===== src/rtl/spi_duplex_pkg.sv =====
package spi_duplex_pkg;

    typedef struct packed {
        logic master;
        logic cpol;
        logic cpha;
    } spi_cfg_t;

    typedef struct packed {
        logic start;
        logic lead;
        logic trail;
        logic abort;
    } spi_ev_t;

    typedef enum logic {
        TMR_IDLE = 1'b0,
        TMR_RUN  = 1'b1
    } tmr_state_e;

    function automatic logic is_lead(input logic cpol, input logic prev, input logic cur);
        return cpol ? (prev & ~cur) : (~prev & cur);
    endfunction

    function automatic logic is_trail(input logic cpol, input logic prev, input logic cur);
        return cpol ? (~prev & cur) : (prev & ~cur);
    endfunction

endpackage


===== src/rtl/spi_sync.sv =====
module spi_sync #(
    parameter int             W       = 1,
    parameter int             STAGES  = 2,
    parameter logic [W-1:0]   RST_VAL = '0
) (
    input  logic         clk,
    input  logic         rst,
    input  logic [W-1:0] d,
    output logic [W-1:0] q
);
    for (genvar g = 0; g < STAGES; g++) begin : g_stage
        logic [W-1:0] r;
        if (g == 0) begin : g_first
            always_ff @(posedge clk) begin
                if (rst) r <= RST_VAL;
                else     r <= d;
            end
        end else begin : g_next
            always_ff @(posedge clk) begin
                if (rst) r <= RST_VAL;
                else     r <= g_stage[g-1].r;
            end
        end
    end

    assign q = g_stage[STAGES-1].r;
endmodule


===== src/rtl/spi_master_timer.sv =====
module spi_master_timer
    import spi_duplex_pkg::*;
#(
    parameter int DATA_W = 8,
    parameter int DIV_W  = 8
) (
    input  logic             clk,
    input  logic             rst,
    input  logic             en,
    input  logic             cpol,
    input  logic [DIV_W-1:0] div,
    input  logic             req,
    output logic             sclk,
    output logic             cs_n,
    output logic             busy,
    output spi_ev_t          ev
);
    localparam int EDGES = 2 * DATA_W;
    localparam int EW    = $clog2(EDGES + 1);

    tmr_state_e       state;
    logic [DIV_W-1:0] cnt;
    logic [EW-1:0]    edg;
    logic             sclk_q;
    logic             cs_q;
    logic             tick;
    logic             accept;
    logic             more;

    assign tick   = (state == TMR_RUN) && (cnt == div);
    assign accept = en && req && (state == TMR_IDLE);
    assign more   = edg < EW'(EDGES);

    always_comb begin
        ev.start = accept;
        ev.lead  = tick && more && !edg[0];
        ev.trail = tick && more &&  edg[0];
        ev.abort = 1'b0;
    end

    always_ff @(posedge clk) begin
        if (rst) begin
            state  <= TMR_IDLE;
            cnt    <= '0;
            edg    <= '0;
            sclk_q <= cpol;
            cs_q   <= 1'b1;
        end else begin
            case (state)
                TMR_IDLE: begin
                    sclk_q <= cpol;
                    cs_q   <= 1'b1;
                    if (accept) begin
                        state <= TMR_RUN;
                        cs_q  <= 1'b0;
                        cnt   <= '0;
                        edg   <= '0;
                    end
                end
                default: begin
                    if (tick) begin
                        cnt <= '0;
                        if (more) begin
                            sclk_q <= ~sclk_q;
                            edg    <= edg + 1'b1;
                        end else begin
                            state <= TMR_IDLE;
                            cs_q  <= 1'b1;
                        end
                    end else begin
                        cnt <= cnt + 1'b1;
                    end
                end
            endcase
        end
    end

    assign sclk = sclk_q;
    assign cs_n = cs_q;
    assign busy = (state == TMR_RUN);

    // idle clock level follows polarity
    p_idle_level_r4: assert property (@(posedge clk) disable iff (rst)
        (state == TMR_IDLE && $past(state == TMR_IDLE)) |-> (sclk_q == $past(cpol)));

    // a clock transition only ever follows a full divider count
    p_edge_on_tick_r2: assert property (@(posedge clk) disable iff (rst)
        (state == TMR_RUN && $past(state == TMR_RUN) && sclk_q != $past(sclk_q))
        |-> ($past(cnt) == $past(div)));
endmodule


===== src/rtl/spi_slave_front.sv =====
module spi_slave_front
    import spi_duplex_pkg::*;
(
    input  logic    clk,
    input  logic    rst,
    input  logic    en,
    input  logic    cpol,
    input  logic    sclk_i,
    input  logic    mosi_i,
    input  logic    cs_n_i,
    output spi_ev_t ev,
    output logic    sdi,
    output logic    selected
);
    logic [2:0] sync_q;
    logic       sclk_s, cs_s;
    logic       p_sclk, p_cs;

    spi_sync #(.W(3), .STAGES(2), .RST_VAL(3'b100)) u_sync (
        .clk (clk),
        .rst (rst),
        .d   ({cs_n_i, sclk_i, mosi_i}),
        .q   (sync_q)
    );

    assign cs_s   = sync_q[2];
    assign sclk_s = sync_q[1];
    assign sdi    = sync_q[0];

    always_ff @(posedge clk) begin
        if (rst) begin
            p_sclk <= 1'b0;
            p_cs   <= 1'b1;
        end else begin
            p_sclk <= sclk_s;
            p_cs   <= cs_s;
        end
    end

    assign selected = en && !cs_s;

    always_comb begin
        ev.start = en &&  p_cs && !cs_s;
        ev.abort = en && !p_cs &&  cs_s;
        ev.lead  = en && !p_cs && !cs_s && is_lead(cpol, p_sclk, sclk_s);
        ev.trail = en && !p_cs && !cs_s && is_trail(cpol, p_sclk, sclk_s);
    end
endmodule


===== src/rtl/spi_bit_engine.sv =====
module spi_bit_engine
    import spi_duplex_pkg::*;
#(
    parameter int DATA_W = 8
) (
    input  logic              clk,
    input  logic              rst,
    input  logic              cpha,
    input  spi_ev_t           ev,
    input  logic              sdi,
    input  logic [DATA_W-1:0] tx_data,
    output logic              sdo,
    output logic [DATA_W-1:0] rx_data,
    output logic              done
);
    localparam int CW = $clog2(DATA_W);

    logic [DATA_W-1:0] sh, sh_smp, rx_q;
    logic [CW-1:0]     bitn;
    logic              sdo_q, done_q;
    logic              sample_ev, drive_ev, last;

    always_comb begin
        sample_ev = cpha ? ev.trail : ev.lead;
        last      = ev.trail && (bitn == CW'(DATA_W - 1));
        drive_ev  = cpha ? ev.lead : (ev.trail && !last);
        sh_smp    = sample_ev ? {sh[DATA_W-1:1], sdi} : sh;
    end

    always_ff @(posedge clk) begin
        if (rst) begin
            sh     <= '0;
            rx_q   <= '0;
            bitn   <= '0;
            sdo_q  <= 1'b0;
            done_q <= 1'b0;
        end else begin
            done_q <= 1'b0;
            if (ev.abort) begin
                bitn <= '0;
            end else if (ev.start || last) begin
                if (last) begin
                    rx_q   <= sh_smp;
                    done_q <= 1'b1;
                end
                bitn <= '0;
                if (cpha) begin
                    sh <= tx_data;
                end else begin
                    sh    <= {tx_data[DATA_W-2:0], 1'b0};
                    sdo_q <= tx_data[DATA_W-1];
                end
            end else begin
                if (ev.trail) bitn <= bitn + 1'b1;
                if (drive_ev) begin
                    sdo_q <= sh_smp[DATA_W-1];
                    sh    <= {sh_smp[DATA_W-2:0], 1'b0};
                end else begin
                    sh <= sh_smp;
                end
            end
        end
    end

    assign sdo     = sdo_q;
    assign rx_data = rx_q;
    assign done    = done_q;

    // a byte completes only right after a trailing edge
    p_done_after_trail_r9: assert property (@(posedge clk) disable iff (rst)
        done_q |-> $past(ev.trail));

    // completion is a single-cycle pulse
    p_done_single_r9: assert property (@(posedge clk) disable iff (rst)
        done_q |=> !done_q);
endmodule


===== src/rtl/spi_duplex_port.sv =====
module spi_duplex_port
    import spi_duplex_pkg::*;
#(
    parameter int DATA_W = 8,
    parameter int DIV_W  = 8
) (
    input  logic              clk,
    input  logic              rst,
    input  logic              cfg_master,
    input  logic              cfg_cpol,
    input  logic              cfg_cpha,
    input  logic [DIV_W-1:0]  cfg_div,
    input  logic [DATA_W-1:0] tx_data,
    input  logic              tx_start,
    output logic [DATA_W-1:0] rx_data,
    output logic              rx_done,
    output logic              busy,
    output logic              pins_oe,
    output logic              sclk_o,
    input  logic              sclk_i,
    output logic              mosi_o,
    input  logic              mosi_i,
    output logic              miso_o,
    output logic              miso_oe,
    input  logic              miso_i,
    output logic              cs_n_o,
    input  logic              cs_n_i
);
    spi_cfg_t cfg;
    spi_ev_t  m_ev, s_ev, ev;
    logic     m_busy, s_sel, s_sdi, sdi, sdo;

    assign cfg = '{master: cfg_master, cpol: cfg_cpol, cpha: cfg_cpha};

    spi_master_timer #(.DATA_W(DATA_W), .DIV_W(DIV_W)) u_timer (
        .clk  (clk),
        .rst  (rst),
        .en   (cfg.master),
        .cpol (cfg.cpol),
        .div  (cfg_div),
        .req  (tx_start),
        .sclk (sclk_o),
        .cs_n (cs_n_o),
        .busy (m_busy),
        .ev   (m_ev)
    );

    spi_slave_front u_front (
        .clk      (clk),
        .rst      (rst),
        .en       (!cfg.master),
        .cpol     (cfg.cpol),
        .sclk_i   (sclk_i),
        .mosi_i   (mosi_i),
        .cs_n_i   (cs_n_i),
        .ev       (s_ev),
        .sdi      (s_sdi),
        .selected (s_sel)
    );

    assign ev  = cfg.master ? m_ev   : s_ev;
    assign sdi = cfg.master ? miso_i : s_sdi;

    spi_bit_engine #(.DATA_W(DATA_W)) u_engine (
        .clk     (clk),
        .rst     (rst),
        .cpha    (cfg.cpha),
        .ev      (ev),
        .sdi     (sdi),
        .tx_data (tx_data),
        .sdo     (sdo),
        .rx_data (rx_data),
        .done    (rx_done)
    );

    assign mosi_o  = cfg.master ? sdo : 1'b0;
    assign miso_o  = sdo;
    assign miso_oe = !cfg.master && s_sel;
    assign pins_oe = cfg.master;
    assign busy    = cfg.master ? m_busy : s_sel;

    // a deselected slave leaves MISO undriven
    p_miso_released_r8: assert property (@(posedge clk) disable iff (rst)
        (!cfg_master && $past(!cfg_master) && $past(cs_n_i, 1) && $past(cs_n_i, 2))
        |-> !miso_oe);

    // chip select falls together with the start of a master byte
    p_cs_frame_r5: assert property (@(posedge clk) disable iff (rst)
        (cfg_master && $rose(busy)) |-> !cs_n_o);

    // chip select is high while an idle master waits
    p_cs_idle_r5: assert property (@(posedge clk) disable iff (rst)
        (cfg_master && !busy && $past(!busy)) |-> cs_n_o);
endmodule


===== config.mk =====
export PLATFORM = sky130hd
export DESIGN_NAME = spi_duplex_port
export DESIGN_NICKNAME = d
export VERILOG_FILES = /design/src/rtl/spi_duplex_pkg.sv /design/src/rtl/spi_sync.sv /design/src/rtl/spi_master_timer.sv /design/src/rtl/spi_slave_front.sv /design/src/rtl/spi_bit_engine.sv /design/src/rtl/spi_duplex_port.sv
export SDC_FILE = /design/constraint.sdc
export NUM_CORES = 1
export LEC_CHECK = 0
export BUFFER_PORTS_ARGS = -buffer_cell sky130_fd_sc_hd__buf_4
export CORE_MARGIN = 10
export CORE_UTILIZATION = 50
export DETAILED_ROUTE_END_ITERATION = 6
export GPL_TIMING_DRIVEN = 0
export PLACE_DENSITY_LB_ADDON = 0.15
export SLEW_MARGIN = 25
export SYNTH_ARGS = -nofsm -noshare
export SYNTH_HDL_FRONTEND = slang
export SYNTH_SLANG_ARGS = --single-unit

===== constraint.sdc =====
create_clock -name clk -period 2.79 [get_ports clk]
set_clock_uncertainty 0.05 [all_clocks]
set_input_delay 0.279 -clock clk [delete_from_list [all_inputs] [get_ports clk]]
set_output_delay 0.279 -clock clk [all_outputs]
set_load 0.01 [all_outputs]

==> run summary, run 1 <==
Cts bufs inserted: 5
Synth Register Bits: 45
Post-DR wirelength/cell: 14.84 µm
Placed insts: 327
Final Non-Filler Cells: 335
Synth area leader: dfxtp_1
Post-CTS Setup Inserts: 0
Synthesized instance count: 236
Register area share after synthesis: 41.11%
Row count: 24
Final WL: 4970 µm
Hold crit path type: input port to register
# diodes: 0
Critical Path RT: 2.90 ns
Height of the chip: 86.57 µm
Fmax: 452.9 MHz
Max rail drop VDD: 0.0002911 V
Synthesized area per cell: 9.389 µm²
RePlAce Congestion: 0.8436
Die Wd: 86.57 µm
CP top delay family: compound AO/OA/AOI/OAI gates
RSZ-0062 raised after global routing: false
Initial core utilization: 51.24%
Post-CTS resize count: 0
Multi-input gate area: 1236 µm²
Port Buf Inserts: 39
Period utilization: 79.15%
Met1 usage: 16.97%
Final WS setup: 0.5818 ns
GR Util met3: 4.034%
CP endpoint kind: register
WP buf/inv: 1
Met2 usage: 21.48%
CP peak stage delay: 0.52 ns
Final Hold Viols: 0
Worst EP arrival: 2.32 ns
Hold_buf cts: 0
Least-Margin Pin Slew: 0.6136 ns
Critical path peak fanout: 10
Leak: 0.001067 µW
Most area-consuming cells after synthesis: dfxtp_1 (40%), mux2i_1 (5.9%), mux2_2 (4.6%)
# IOs: 42
Setup TNS: 0 ns
Detailed placement HPWL: 3751 µm
Antenna viol nets, final: 0
Fillers: 384
Detailed-route via count: 1852
Die ar.: 7494 µm²
Root Driver: clkbuf_8
Share of layout cells above drive strength 1: 25.44%
Router iterations before antenna repair: 4
Relative slew slack: 59.02%
First-pass GRT wire length: 8383 µm
Grt ovf: 0
Post-Syn Area: 2216 µm²
Initial antenna violation count: 0
Max_cap viols: 0
Clock slew at reported path FFs: 0.08 ns
Crit Path Class: register to register
Final nets: 312
YS warnings: 0
Period minus WS final: 2.208 ns
Largest net degree at the start of global routing: 14
Top FF cell, synth: dfxtp_1
Initial DRC Count: 86
Pre-CTS WS: 0.5750 ns
Synthesis-to-finish area growth: 20.21%
Drt via density: 5.528
Clock Tree Buf Depth: 2
Clock Sinks: 45
Post-synth EDFFs: 1
CTS HTree Levels: 2
Final setup viols: 0
Post-synth top area share: 39.75%
FFs w/ async S/R, synth: 0%
Run status: completed
Slowest-stage cell, CP: o41ai_2
Sequential cell area: 910.9 µm²
Vias in the first global route: 1731
Pwr Density: 463.3 nW/µm²
CTS tree: done
Worst-Skew Late Latency: 0.30 ns
Tot GR Track Use: 13.55%
Netlist cell types: 47
Final Power: 1234 µW
Max-slew violations: 0
CP Cell Sequence: xnor2_1 > nand4_2 > o41ai_2 > buf_4 > a2111oi_0 > a22oi_1 > o22ai_1
Mapped Nets: 266
Gr busiest metal: met2
Core ar.: 4324 µm²
Critical path launch point type: register
DRC Markers: 0
## layout by cell type, fill, tap and decap left out, types with 4 or more instances in the layout
master | synthesis | layout
a21oi_1 | 17 | 17
o21ai_0 | 9 | 9
mux2i_1 | 13 | 13
nor3_1 | 4 | 4
clkbuf_1 | 6 | 8
nand2b_1 | 4 | 4
mux2_2 | 9 | 9
clkbuf_8 | 0 | 6
nor2_1 | 26 | 26
xnor2_1 | 9 | 9
or2_2 | 4 | 4
a22oi_1 | 8 | 8
nand2_1 | 5 | 5
and3_1 | 4 | 4
inv_1 | 5 | 5
dfxtp_1 | 44 | 44
buf_4 | 3 | 42
nor2b_1 | 6 | 6
nand3_1 | 10 | 10
ha_1 | 4 | 4
nand3b_1 | 7 | 7
or3_1 | 4 | 4
## routing by layer
layer / vias up / part of all wire (%)
li1: 945 / -
met1: 853 / 47
met2: 45 / 45
met3: 9 / 5.9
met4: 0 / 1.7
met5: - / 0
## final timing paths
kind,from,to,slack (ns),depth (start not counted)
max,u_timer.cnt[0],u_engine.sh[1],0.58,7
min reg2reg,u_front.u_sync.g_stage[0].r[2],u_front.u_sync.q[2],0.36,1
max reg2reg,u_timer.cnt[0],u_engine.sh[1],0.58,7
min,cs_n_i,u_front.u_sync.g_stage[0].r[2],0.12,2
## power by group
| part | switching (µW) | internal (µW) | total [µW] |
|---|---|---|---|
| Clock | 212 | 202 | 414 |
| Sequential | 13.3 | 662 | 675 |
| Combinational | 74.2 | 71.1 | 145 |
## synth_stat cells, types with 2 or more instances
library cell,number
or3_1,4
o21ai_0,9
mux2_2,9
nor3b_1,3
ha_1,4
nor2b_1,6
and3b_1,2
nand3b_1,7
xnor2_1,9
and3_1,4
inv_1,5
clkbuf_1,6
o21ai_1,3
o22ai_1,3
nand2_1,5
nor3_1,4
nor2_1,26
buf_4,3
mux2i_1,13
a21oi_1,17
nand4_2,2
dfxtp_1,44
a22oi_1,8
or2_2,4
a211o_1,2
nand2b_1,4
nand3_1,10
## layout make-up
| type | count | area share [%] |
|---|---|---|
| clock buffers | 8 | 3.382 |
| inverters | 5 | 0.7046 |
| plain buffers | 10 | 1.879 |
| flip-flops and latches | 45 | 34.19 |
| repair buffers | 39 | 10.99 |
| well taps | 52 | 2.442 |
| multi-input cells | 176 | 46.41 |
## cell families (layout without fill, tap and decap cells)
| group | count (synthesis) | after routing | synth area share (%) |
|---|---|---|---|
| buf+inv | 15 | 62 | 3.105 |
| xor+xnor | 10 | 10 | 3.953 |
| fa+ha+maj | 4 | 4 | 2.259 |
| simple gates | 85 | 85 | 21.12 |
| flops | 45 | 45 | 41.11 |
| mux | 22 | 22 | 10.45 |
| compound gates | 55 | 55 | 18.01 |
## worst register-to-register path: cells and delay by family, from the launching register on
family,cells,cell delay [ns]
AO/OA/AOI/OAI,4,0.88
XOR/XNOR,1,0.15
buffers and inverters,1,0.29
flip-flops,1,0.42
AND/OR/NAND/NOR,1,0.28
## through the flow
step	area, µm²	hold WS (ns)	util, %
2_1_floorplan	2216	0.3328	-
3_3_place_gp	2574	0.3411	59.52
3_5_place_dp	2574	0.3456	59.52
4_1_cts	2664	0.1089	61.60
5_1_grt	2664	0.1042	61.60
6_report	2664	0.1202	61.60
## registers in the layout, summed over array words and instances (netlist names), 3 cells and up
register,flops
u_timer.cnt,8
u_timer.edg,5
u_engine.sh,8
u_front.u_sync.g_stage.r,3
u_front.u_sync.q,3
u_engine.bitn,3
u_engine.rx_data,8
(Power assumes the default switching activity.)
==> run 2, diff against run 1 <==
- clock period: 2.79 -> 2.1 ns (I/O delays scaled with it)
==> run summary, run 2 (synthesis gave the netlist of run 1 again) <==
Run status: completed
# IOs: 42 (unchanged)
Die ar.: 7494 µm² (unchanged)
Final WL: 5252 µm (+5.7%)
Cts bufs inserted: 5 (unchanged)
Leak: 0.001145 µW (+7.3%)
Hold crit path type: input port to register
CP endpoint kind: register
Worst-Skew Late Latency: 0.30 ns (about the same)
Grt ovf: 0 (unchanged)
Router iterations before antenna repair: 4 (unchanged)
Clock slew at reported path FFs: 0.08 ns (about the same)
Post-DR wirelength/cell: 15.49 µm (+4.4%)
Largest net degree at the start of global routing: 14 (unchanged)
First-pass GRT wire length: 8790 µm (+4.9%)
CTS HTree Levels: 2 (unchanged)
Cells on worst reg2reg path: 7 (unchanged)
Sw Share: 24.82% (+0.58 points)
Critical Path RT: 2.27 ns (-0.63 ns)
DRC Markers: 0 (unchanged)
Setup TNS: 0 ns (unchanged)
Detailed-route via count: 1890 (+2.1%)
Detailed placement HPWL: 3751 µm (unchanged)
Core ar.: 4324 µm² (unchanged)
Clock Sinks: 45 (unchanged)
Sw power: 413.6 µW (+38%)
Tot GR Track Use: 14.15% (+0.60 points)
Int Pwr: 1253 µW (+34%)
Fmax: 485.1 MHz (+7.1%)
Critical path peak fanout: 5 (-5)
RSZ-0062 raised after global routing: true
Min-Delay Path Depth: 2 (unchanged)
Period utilization: 98.15% (+19 points)
Vias in the first global route: 1825 (+5.4%)
Final WS setup: 0.03877 ns (-0.5431 ns)
Clock Tree Buf Depth: 2 (unchanged)
Clock power frac: 33.3% (-0.2 points)
Pre-CTS WS: -0.09994 ns (-0.6749 ns)
Synthesis-to-finish area growth: 28.35%
Root Driver: clkbuf_8
Row count: 24 (unchanged)
Least-Margin Pin Slew: 0.6271 ns (+0.01348 ns)
Final Power: 1667 µW (+35%)
Worst EP arrival: 2.23 ns (-0.09 ns)
# diodes: 0 (unchanged)
Most frequent cells in the layout: buf_4 (43), dfxtp_1 (34), nor2_1 (26)
WHS: 0.05035 ns (-0.06981 ns)
Sequential Power Share: 53.9% (-0.8 points)
CTS tree: done
Initial DRC Count: 114 (+33%)
Antenna viol nets, final: 0 (unchanged)
Port Buf Inserts: 39 (unchanged)
Crit Path Class: register to register
RePlAce Congestion: 0.8436 (unchanged)
Period minus WS final: 2.061 ns (-0.1469 ns)
Final nets: 316 (+1.3%)
Height of the chip: 86.57 µm (unchanged)
Initial antenna violation count: 0 (unchanged)
Final Hold Viols: 0 (unchanged)
Share of layout cells above drive strength 1: 34.49% (+9.1 points)
Max_cap viols: 0 (unchanged)
Logic pwr share: 12.8% (+1.0 points)
Relative slew slack: 58.12% (-0.90 points)
Final setup viols: 0 (unchanged)
Drt via density: 5.575 (+0.85%)
Initial core utilization: 51.24% (unchanged)
Pwr Density: 586.0 nW/µm² (+26%)
Max-slew violations: 0 (unchanged)
Max rail drop VDD: 0.0003976 V (+37%)
Die Wd: 86.57 µm (unchanged)
Critical path launch point type: register
Commonest non-fill, non-tap cell in the layout: buf_4
run 2: cell count changes in the layout (fill, tap and decap cells not counted), moves of 8 or more:
cell,delta
xnor2_2,+8
xnor2_1,-8
dfxtp_2,+10
dfxtp_1,-10
run 2: layout make-up:
class	count	area, µm²
Fill cell	369	1480
Multi-Input combinational cell	176	1369
Sequential cell	45	923.4
Timing Repair Buffer	43	320.3
Clock buffer	8	90.09
Tap cell	52	65.06
Buffer	10	57.56
Inverter	5	18.77
run 2: worst paths after layout:
kind / slack (ns) / end / start
hold / removal: 0.05 / u_front.u_sync.g_stage[0].r[2] / cs_n_i
setup / recovery: 0.04 / u_engine.sh[0] / u_front.p_sclk
setup reg to reg: 0.04 / u_engine.sh[0] / u_front.p_sclk
hold reg to reg: 0.36 / u_front.u_sync.q[2] / u_front.u_sync.g_stage[0].r[2]
run 2: power groups by stage:
stage / Combinational (µW) / Clock [µW] / Sequential [µW]
3_3_place_gp: 192 / 0 / 916
5_1_grt: 234 / 608 / 902
4_1_cts: 208 / 572 / 897
3_5_place_dp: 194 / 0 / 917
2_1_floorplan: 114 / 0 / 914
6_report: 214 / 555 / 898
run 2: repair_timing:
| item | in CTS | in global routing |
|---|---|---|
| pin swaps | 6 | 7 |
| buffers inserted | 2 | 1 |
| hold buffers | 0 | 0 |
| gates cloned | 1 | 0 |
| endpoints found under the setup margin | 9 | 22 |
| gates resized for setup | 15 | 16 |
run 2: critical path: stages, from the launching register on:
cell	delay, ns
dfxtp_2	0.34
and3b_1	0.19
o211ai_1	0.30
o41ai_4	0.16
a211o_1	0.32
buf_6	0.16
a2111o_1	0.33
o22ai_1	0.14
run 2: layer usage:
layer  vias to the layer above  track usage (%)  routed length, µm
li1                        958                -                  -
met1                       885            17.36               2424
met2                        42            22.95               2486
met3                         5            4.128                291
met4                         0            5.007                 49
met5                         -                0                  0
run 2: through the flow:
step / instances / area, µm² / util (%)
6_report: 339 / 2844 / 65.77
5_1_grt: 339 / 2844 / 65.77
4_1_cts: 338 / 2785 / 64.41
3_5_place_dp: 327 / 2574 / 59.52
3_3_place_gp: 327 / 2574 / 59.52
2_1_floorplan: 236 / 2216 / -
==> run 3, diff against run 2 <==
- CTS_BUF_LIST: not set -> sky130_fd_sc_hd__clkbuf_8 sky130_fd_sc_hd__clkbuf_16
==> run summary, run 3 (synthesis gave the netlist of run 1 again) <==
Run status: completed
Pre-CTS WS: -0.09994 ns (unchanged)
Synthesis-to-finish area growth: 28.35% (unchanged)
Final setup viols: 0 (unchanged)
Tot GR Track Use: 14.15% (unchanged)
Reg-to-reg slack, setup: 0.03 ns (about the same)
Slowest-stage cell, CP: dfxtp_2
Final WS setup: 0.03497 ns (-0.003795 ns)
Initial core utilization: 51.24% (unchanged)
Post-DR wirelength/cell: 15.46 µm (-0.23%)
Drt via density: 5.578 (about the same)
Leak: 0.001153 µW (+0.72%)
Cells on worst reg2reg path: 7 (unchanged)
Critical path launch point type: register
Layout Utilization: 65.77% (unchanged)
RSZ-0062 raised after global routing: true
Hold Crit Endpoint: u_front.u_sync.g_stage[0].r[2]
Commonest non-fill, non-tap cell in the layout: buf_4
Die Wd: 86.57 µm (unchanged)
Clock Sinks: 45 (unchanged)
Period utilization: 98.33% (+0.18 points)
Least-Margin Pin Slew: 0.6119 ns (-0.01526 ns)
Crit Path Class: register to register
DRC Markers: 0 (unchanged)
# IOs: 42 (unchanged)
Worst EP arrival: 2.24 ns (about the same)
Design area: 2844 µm² (unchanged)
Port Buf Inserts: 39 (unchanged)
Share of layout cells above drive strength 1: 34.49% (unchanged)
Antenna viol nets, final: 0 (unchanged)
CP Cell Sequence: and3b_1 > o211ai_1 > o41ai_4 > a211o_1 > buf_6 > a2111o_1 > o22ai_1
Pwr Density: 582.4 nW/µm² (-0.62%)
WHS: 0.05016 ns (-0.0001884 ns)
Max-slew violations: 0 (unchanged)
Final Hold Viols: 0 (unchanged)
Period minus WS final: 2.065 ns (+0.003795 ns)
Most frequent cells in the layout: buf_4 (43), dfxtp_1 (34), nor2_1 (26)
Initial antenna violation count: 0 (unchanged)
# diodes: 0 (unchanged)
Hold wc startpoint: cs_n_i
Relative slew slack: 59.13% (+1.0 points)
Hold crit path type: input port to register
Largest net degree at the start of global routing: 14 (unchanged)
Min-Delay Path Depth: 2 (unchanged)
CP peak stage delay: 0.34 ns (about the same)
Core ar.: 4324 µm² (unchanged)
Router iterations before antenna repair: 4 (unchanged)
Critical Path RT: 2.27 ns (about the same)
Root Driver: clkbuf_8
Clock Tree Buf Depth: 2 (unchanged)
Final nets: 316 (unchanged)
Setup TNS: 0 ns (unchanged)
Die ar.: 7494 µm² (unchanged)
CTS tree: done
RePlAce Congestion: 0.8436 (unchanged)
Fmax: 484.3 MHz (-0.18%)
Row count: 24 (unchanged)
Worst-Skew Late Latency: 0.30 ns (about the same)
Clock slew at reported path FFs: 0.08 ns (about the same)
Critical path peak fanout: 5 (unchanged)
Vias in the first global route: 1825 (unchanged)
Height of the chip: 86.57 µm (unchanged)
Final WL: 5240 µm (-0.23%)
Capture point of the worst reg-to-reg path: u_engine.sh[0]
Cts bufs inserted: 5 (unchanged)
CTS HTree Levels: 2 (unchanged)
Detailed placement HPWL: 3751 µm (unchanged)
First-pass GRT wire length: 8790 µm (unchanged)
Grt ovf: 0 (unchanged)
Max rail drop VDD: 0.0003977 V (about the same)
Cell Area, Placed: 2574 µm² (unchanged)
CP endpoint kind: register
Hold_buf cts: 0 (unchanged)
RR Startpoint: u_front.p_sclk
Initial DRC Count: 107 (-6.1%)
Max_cap viols: 0 (unchanged)
Detailed-route via count: 1891 (+0.053%)
run 3: cell types whose count changed in the layout (fill, tap and decap cells not counted), sizes merged:
cell / before / now
clkbuf: 14 / 12
inv: 5 / 7
run 3: cell type report:
type	instances	area, µm²
Buffer	10	57.56
Clock buffer	6	82.58
Clock inverter	2	7.507
Fill cell	369	1480
Inverter	5	18.77
Multi-Input combinational cell	176	1369
Sequential cell	45	923.4
Tap cell	52	65.06
Timing Repair Buffer	43	320.3
run 3: metrics by stage:
stage	std cells	power [µW]
2_1_floorplan	236	1028
3_3_place_gp	327	1108
3_5_place_dp	327	1111
4_1_cts	338	1667
5_1_grt	339	1736
6_report	339	1656
run 3: worst max-delay path by stage:
stage	cells after the start	endpoint	start	slack (ns)
finish	7	u_engine.sh[0]	u_front.p_sclk	0.03
global route	7	u_engine.sh[0]	u_front.p_sclk	-0.06
CTS	6	u_engine.sdo	u_timer.busy	0.005
detailed placement	7	u_engine.sh[1]	u_timer.cnt[0]	-0.1
global placement	7	u_engine.sh[1]	u_timer.cnt[0]	-0.09
floorplan	7	u_engine.sh[1]	u_timer.cnt[0]	0.17
run 3: layer usage:
layer  share of wire, %  up-vias  global-route usage [%]
met5                  0        -                       0
met4                1.6        0                   5.007
met3                5.2        9                   4.128
met2                 47       42                   22.95
met1                 47      881                   17.36
li1                   -      959                       -
run 3: timing repair:
action,4_1_cts,5_1_grt
gates resized for setup,15,16
buffers inserted,2,1
pin swaps,6,7
endpoints found under the setup margin,9,22
gates cloned,1,0
run 3: worst max-delay path, delay by kind of cell, from the launching register on:
family | cells | cell delay (ns)
flops | 1 | 0.34
compound gates | 5 | 1.26
buf+inv | 1 | 0.16
simple gates | 1 | 0.19
run 3: where the power goes:
part           internal, µW  switching (µW)  total [µW]
combinational           105             109         214
clock                   259             286         545
sequential              879            18.3         898
total                  1240             413        1660
